<file path="src/rtl/tanh_cordic_pkg.sv">
package tanh_cordic_pkg;

    typedef enum logic [1:0] {
        PH_IDLE = 2'd0,
        PH_HYP  = 2'd1,
        PH_LIN  = 2'd2
    } phase_e;

    // arctanh(2^-i) as a fixed-point value with fb fraction bits,
    // summed from the odd power series in 62-bit fixed point.
    function automatic logic [63:0] atanh_fix(input int i, input int fb);
        logic [63:0] acc;
        int          p;
        acc = '0;
        if (i < 1) begin
            return '0;
        end
        for (int k = 0; k < 32; k++) begin
            p = 62 - i * (2 * k + 1);
            if (p >= 0) begin
                acc = acc + ((64'd1 << p) / 64'(2 * k + 1));
            end
        end
        return (acc + (64'd1 << (61 - fb))) >> (62 - fb);
    endfunction

    // Shift indices of the hyperbolic pass that are run twice
    function automatic logic is_repeat(input int s);
        return (s == 4) || (s == 13) || (s == 40);
    endfunction

endpackage

</file>
<file path="src/rtl/tanh_cordic_atanh_rom.sv">
module tanh_cordic_atanh_rom #(
    parameter int W  = 24,
    parameter int FB = 20,
    parameter int IW = 6
) (
    input  logic [IW-1:0]        idx_i,
    output logic signed [W-1:0]  ang_o
);
    localparam int N = 1 << IW;

    logic signed [W-1:0] tab [N];

    for (genvar g = 0; g < N; g++) begin : g_ent
        localparam logic [63:0] V = tanh_cordic_pkg::atanh_fix(g, FB);
        assign tab[g] = W'(V);
    end

    assign ang_o = tab[idx_i];
endmodule

</file>
<file path="src/rtl/tanh_cordic_clamp.sv">
module tanh_cordic_clamp #(
    parameter int IN_W    = 16,
    parameter int IN_F    = 12,
    parameter int W       = 24,
    parameter int FB      = 20,
    parameter int ARG_LIM = 4575
) (
    input  logic signed [IN_W-1:0] arg_i,
    output logic signed [W-1:0]    z0_o
);
    localparam logic signed [IN_W-1:0] HI = IN_W'(ARG_LIM);
    localparam logic signed [IN_W-1:0] LO = -HI;
    localparam int UP = FB - IN_F;

    logic signed [IN_W-1:0] cl;
    logic signed [W-1:0]    wide;

    always_comb begin
        if (arg_i > HI) begin
            cl = HI;
        end else if (arg_i < LO) begin
            cl = LO;
        end else begin
            cl = arg_i;
        end
        wide = {{(W-IN_W){cl[IN_W-1]}}, cl};
        z0_o = wide <<< UP;
    end
endmodule

</file>
<file path="src/rtl/tanh_cordic_rotator.sv">
module tanh_cordic_rotator #(
    parameter int W  = 24,
    parameter int SW = 6
) (
    input  logic                hyp_i,
    input  logic signed [W-1:0] x_i,
    input  logic signed [W-1:0] y_i,
    input  logic signed [W-1:0] z_i,
    input  logic signed [W-1:0] ang_i,
    input  logic [SW-1:0]       sh_i,
    output logic signed [W-1:0] x_o,
    output logic signed [W-1:0] y_o,
    output logic signed [W-1:0] z_o
);
    logic                fwd;
    logic signed [W-1:0] xs;
    logic signed [W-1:0] ys;

    always_comb begin
        xs  = x_i >>> sh_i;
        ys  = y_i >>> sh_i;
        // hyperbolic rotation steers by angle sign, linear vectoring by y sign
        fwd = hyp_i ? ~z_i[W-1] : y_i[W-1];
        if (fwd) begin
            x_o = hyp_i ? (x_i + ys) : x_i;
            y_o = y_i + xs;
            z_o = z_i - ang_i;
        end else begin
            x_o = hyp_i ? (x_i - ys) : x_i;
            y_o = y_i - xs;
            z_o = z_i + ang_i;
        end
    end
endmodule

</file>
<file path="src/rtl/tanh_cordic_engine.sv">
module tanh_cordic_engine #(
    parameter int ITER    = 16,
    parameter int IN_W    = 16,
    parameter int IN_F    = 12,
    parameter int OUT_W   = 16,
    parameter int OUT_F   = 14,
    parameter int W       = 24,
    parameter int FB      = 20,
    parameter int ARG_LIM = 4575
) (
    input  logic                    clk,
    input  logic                    rst_n,
    input  logic                    start_i,
    input  logic signed [IN_W-1:0]  arg_i,
    output logic                    busy_o,
    output logic                    done_o,
    output logic signed [OUT_W-1:0] result_o
);
    import tanh_cordic_pkg::*;

    localparam int KW = $clog2(ITER + 1);
    localparam int SW = $clog2(ITER + 1) + 1;
    localparam int DROP = FB - OUT_F;
    localparam logic signed [W-1:0] X0 = W'($rtoi(1.2074970677630720 * (2.0 ** FB)));
    localparam logic signed [W-1:0] ONE = W'(1) << FB;
    localparam logic signed [W-1:0] HALF = W'(1) << (DROP - 1);
    localparam logic [KW-1:0] LAST = KW'(ITER - 1);

    typedef struct packed {
        phase_e                   ph;
        logic [KW-1:0]            k;
        logic [SW-1:0]            sh;
        logic                     rep;
        logic signed [W-1:0]      x;
        logic signed [W-1:0]      y;
        logic signed [W-1:0]      z;
        logic signed [OUT_W-1:0]  res;
        logic                     done;
    } st_t;

    st_t st_d, st_q;

    logic signed [W-1:0] z0;
    logic signed [W-1:0] rom_ang;
    logic signed [W-1:0] lin_ang;
    logic signed [W-1:0] ang;
    logic signed [W-1:0] rx, ry, rz;
    logic signed [W-1:0] rnd;
    logic                hyp;

    tanh_cordic_clamp #(
        .IN_W(IN_W), .IN_F(IN_F), .W(W), .FB(FB), .ARG_LIM(ARG_LIM)
    ) i_clamp (
        .arg_i(arg_i),
        .z0_o (z0)
    );

    tanh_cordic_atanh_rom #(
        .W(W), .FB(FB), .IW(SW)
    ) i_rom (
        .idx_i(st_q.sh),
        .ang_o(rom_ang)
    );

    tanh_cordic_rotator #(
        .W(W), .SW(SW)
    ) i_rot (
        .hyp_i(hyp),
        .x_i  (st_q.x),
        .y_i  (st_q.y),
        .z_i  (st_q.z),
        .ang_i(ang),
        .sh_i (st_q.sh),
        .x_o  (rx),
        .y_o  (ry),
        .z_o  (rz)
    );

    always_comb begin
        hyp     = (st_q.ph == PH_HYP);
        lin_ang = ONE >>> st_q.sh;
        ang     = hyp ? rom_ang : lin_ang;
        rnd     = (rz + HALF) >>> DROP;

        st_d      = st_q;
        st_d.done = 1'b0;
        case (st_q.ph)
            PH_IDLE: begin
                if (start_i) begin
                    st_d.ph  = PH_HYP;
                    st_d.k   = '0;
                    st_d.sh  = SW'(1);
                    st_d.rep = 1'b0;
                    st_d.x   = X0;
                    st_d.y   = '0;
                    st_d.z   = z0;
                end
            end
            PH_HYP: begin
                st_d.x = rx;
                st_d.y = ry;
                st_d.z = rz;
                if (!st_q.rep && is_repeat(int'(st_q.sh))) begin
                    st_d.rep = 1'b1;
                end else begin
                    st_d.rep = 1'b0;
                    st_d.sh  = st_q.sh + 1'b1;
                end
                if (st_q.k == LAST) begin
                    st_d.ph  = PH_LIN;
                    st_d.k   = '0;
                    st_d.sh  = '0;
                    st_d.rep = 1'b0;
                    st_d.z   = '0;
                end else begin
                    st_d.k = st_q.k + 1'b1;
                end
            end
            PH_LIN: begin
                st_d.y  = ry;
                st_d.z  = rz;
                st_d.sh = st_q.sh + 1'b1;
                if (st_q.k == LAST) begin
                    st_d.ph   = PH_IDLE;
                    st_d.res  = rnd[OUT_W-1:0];
                    st_d.done = 1'b1;
                end else begin
                    st_d.k = st_q.k + 1'b1;
                end
            end
            default: begin
                st_d.ph = PH_IDLE;
            end
        endcase
    end

    always_ff @(posedge clk or negedge rst_n) begin
        if (!rst_n) begin
            st_q <= '0;
        end else begin
            st_q <= st_d;
        end
    end

    assign busy_o   = (st_q.ph != PH_IDLE);
    assign done_o   = st_q.done;
    assign result_o = st_q.res;
endmodule

</file>
<file path="config.mk">
export PLATFORM = sky130hd
export DESIGN_NAME = tanh_cordic_engine
export DESIGN_NICKNAME = d
export VERILOG_FILES = /design/src/rtl/tanh_cordic_pkg.sv /design/src/rtl/tanh_cordic_atanh_rom.sv /design/src/rtl/tanh_cordic_clamp.sv /design/src/rtl/tanh_cordic_rotator.sv /design/src/rtl/tanh_cordic_engine.sv
export SDC_FILE = /design/constraint.sdc
export NUM_CORES = 1
export LEC_CHECK = 0
export ABC_AREA = 0
export ABC_CLOCK_PERIOD_IN_PS = 6700
export BUFFER_PORTS_ARGS = -buffer_cell sky130_fd_sc_hd__buf_4
export CAP_MARGIN = 20
export CORE_MARGIN = 1
export CORE_UTILIZATION = 59
export CTS_CLUSTER_DIAMETER = 50
export CTS_CLUSTER_SIZE = 30
export DETAILED_ROUTE_END_ITERATION = 10
export HOLD_SLACK_MARGIN = 0.1
export PLACE_DENSITY = 0.81
export SETUP_SLACK_MARGIN = 0.3
export SLEW_MARGIN = 20
export SYNTH_ARGS = -nofsm -noshare
export SYNTH_HDL_FRONTEND = slang
export SYNTH_SLANG_ARGS = --single-unit
</file>
<file path="constraint.sdc">
create_clock -name clk -period 6.7 [get_ports clk]
set_input_delay 0.335 -clock clk [delete_from_list [all_inputs] [get_ports clk]]
set_output_delay 0.335 -clock clk [all_outputs]
set_load 0.02 [all_outputs]
</file>
==> flow_metrics.py <==
metrics = {
    "outcome": {
        "status": "complete, no violations",
    },
    "sta": {
        "slew_headroom_pct": 22.51,
        "worst_pin_slew_ns": 1.160,
        "rsz0062_at_grt": "false",
        "hold_viol": 0,
        "clock.fmax_mhz": 167.5,
        "layout_setup_ws_ns": 0.7298,
        "slew_violations": 0,
        "setup_viol": 0,
        "min_period_ns": 5.970,
        "setup-tns-final_ns": 0,
        "fin_skew_ns": 0.01366,
        "holdWs_ns": 0.2934,
        "timing.final.crit_share_pct": 89.11,
    },
    "detailed_routing": {
        "drt-pass1-iter-count": 8,
        "ant_nets": 0,
        "drc": 0,
        "routed_wl_mm": 38.92,
        "wire_per_inst_um": 20.81,
        "drtIter0Drc": 1485,
        "num_vias": 12810,
        "via_per_inst": 6.852,
    },
    "setup_path": {
        "arrival_ns": 6.23,
        "start_kind": "flip-flop",
        "crit_fanout": 22,
        "worstSetupPathType": "reg -> reg",
        "critical_path_required_ns": 6.96,
        "endpoint_kind": "flip-flop",
        "r2r_slack_ns": 0.73,
    },
    "grt": {
        "gr-usage-met3_pct": 6.788,
        "grt_pass1_vias": 11800,
        "overflow": 0,
        "antenna_found_initial": 0,
        "grt.busiest_layer": "met2",
        "grt.total_usage_pct": 34.66,
        "use_met1_pct": 46.14,
        "grt_max_degree": 72,
        "grt_pass1_wl_mm": 61.29,
        "grtUsageMet2_pct": 54.40,
    },
    "clock_network": {
        "clk_latency_ns": 0.37,
        "cts_tree": "built",
        "numCtsBuffers": 9,
        "cts_max_level": 3,
        "cts-root-buf": "clkbuf_16",
        "cts.sinks": 103,
        "clockBufferDepth": 2,
        "clkSlewWorstSetupHoldPaths_ns": 0.08,
    },
    "synth": {
        "syn-num-nets": 1725,
        "yosys_most_used_dff": "dfrtp_1",
        "synth_edf_count": 0,
        "synth_top_cells_by_count": "o21ai_0 (155), nand2_1 (152), nor2_1 (140)",
        "yosysWarnings": 0,
        "avgSynthCellArea_um2": 8.042,
        "async_flop_share_pct": 100.0,
        "synth_top_area_share_pct": 19.85,
        "ys_ff_latch": 103,
        "ys_seq_area_share_pct": 19.85,
        "syn_area_mm2": 0.01299,
        "yosysMostFrequentCell": "o21ai_0",
        "yosys.area.top_type": "dfrtp_1",
        "postSynthCellCount": 1615,
        "ys_types": 82,
        "synth_area_leaders": "dfrtp_1 (20%), ha_1 (8.5%), mux4_2 (6.8%)",
    },
    "floorplan": {
        "die_w_um": 150.4,
        "dieArea_mm2": 0.02261,
        "core_mm2": 0.02129,
        "start_util_pct": 61.01,
        "num_rows": 53,
        "die_h_um": 150.4,
        "io_pins": 37,
    },
    "place": {
        "place_area_mm2": 0.01341,
        "gp_congestion": 1.000,
        "portBuffers": 36,
        "place_ws_ns": 0.6155,
        "detailed_place_hpwl_mm": 29.33,
    },
    "cells_and_area": {
        "final_layout_size_suffix_gt1_share_pct": 11.22,
        "final_nets": 1700,
        "fill_cells": 1808,
        "area_growth_pct": 5.905,
        "final_area_mm2": 0.01375,
        "n_antenna_cell": 0,
    },
    "worst_hold_path": {
        "hp-class": "in -> reg",
    },
    "job": {
        "max_cap_viol_count": 0,
    },
}
## stage by stage
stage	instances	utilization [%]
after floorplan	1615	-
after global placement	1851	63.01
after detailed placement	1851	63.01
after CTS	1868	64.39
after global routing	1870	64.62
final	1870	64.62
## cells by family (layout without fill, tap and decap cells)
family | Yosys count | in the layout | synth area share, %
and+or+nand+nor | 513 | 513 | 18.93
DFF | 103 | 103 | 19.85
AOI/OAI and AO/OA | 521 | 521 | 25.67
muxes | 118 | 118 | 13.72
buffers and inverters | 158 | 138 | 5.299
adders and majority gates | 91 | 91 | 8.940
xor gates and xnor gates | 111 | 111 | 7.592
## flip-flops by register name, indices dropped and copies added (netlist names)
signal,cells
result_o,16
st_q,86
done_o,1
## what timing repair did
action | in CTS | in global routing
setup endpoints to repair | 0 | 8
gates resized for setup | 0 | 3
hold endpoints to repair | 32 | 0
setup buffers | 0 | 2
hold buffers | 1 | 0
## cell usage in the layout, fill, tap and decap left out, drive strengths merged, types with 9 or more instances in the layout
cell type  count
a211oi        18
a21o          23
a21oi        116
a22o          11
a31oi         21
and2          16
buf           74
clkbuf        10
dfrtp        103
ha            88
inv           49
mux2          22
mux2i         52
mux4          44
nand2        152
nand2b        32
nand3         32
nor2         140
nor2b         21
nor3          37
nor4           9
o211ai        16
o21a          34
o21ai        156
o22ai         23
o31ai         12
or2           11
or3           19
xnor2         59
xor2          51
## critical path, cell delays in order (launching register included)
cell     delay [ns]
dfrtp_2        0.57
buf_4          0.39
mux4_2         0.56
and2_1         0.18
or3_1          0.34
a221o_1        0.34
nor2_1         0.17
ha_1           0.26
nand2_1        0.09
nor4_1         0.25
buf_4          0.18
inv_1          0.04
o21ai_0        0.17
xnor2_1        0.09
ha_1           0.37
nand3_1        0.12
or3_1          0.31
o21ai_0        0.21
buf_4          0.18
a21oi_1        0.08
a21oi_1        0.24
a31oi_1        0.14
and3_1         0.17
or2_0          0.19
a22o_1         0.21
## per-layer routing
layer  part of all wire [%]  up-vias
li1                       -     5941
met1                     42     6112
met2                     45      638
met3                    8.5      123
met4                    4.1        0
met5                      0        -
## worst paths after layout
path | startpoint | endpoint | depth (start not counted)
min in group asynchronous | rst_n | st_q[49] | 2
max in group asynchronous | rst_n | st_q[91] | 3
setup reg to reg | st_q[90] | st_q[64] | 24
hold / removal | start_i | st_q[101] | 3
hold reg to reg | result_o[1] | result_o[1] | 2
setup / recovery | st_q[90] | st_q[64] | 24
## layout make-up
cell class,instances,area (µm²),area share (%)
multi-input cells,1354,9756,70.93
repair buffers,75,609.3,4.430
clock inverters,6,53.80,0.3912
well taps,275,344.1,2.502
inverters,47,176.4,1.283
flip-flops and latches,103,2586,18.80
clock buffers,10,229.0,1.665
Power is left out: the tool's default activity adds up to more than one toggle a clock period on the data nets, which glitch-free logic cannot reach.
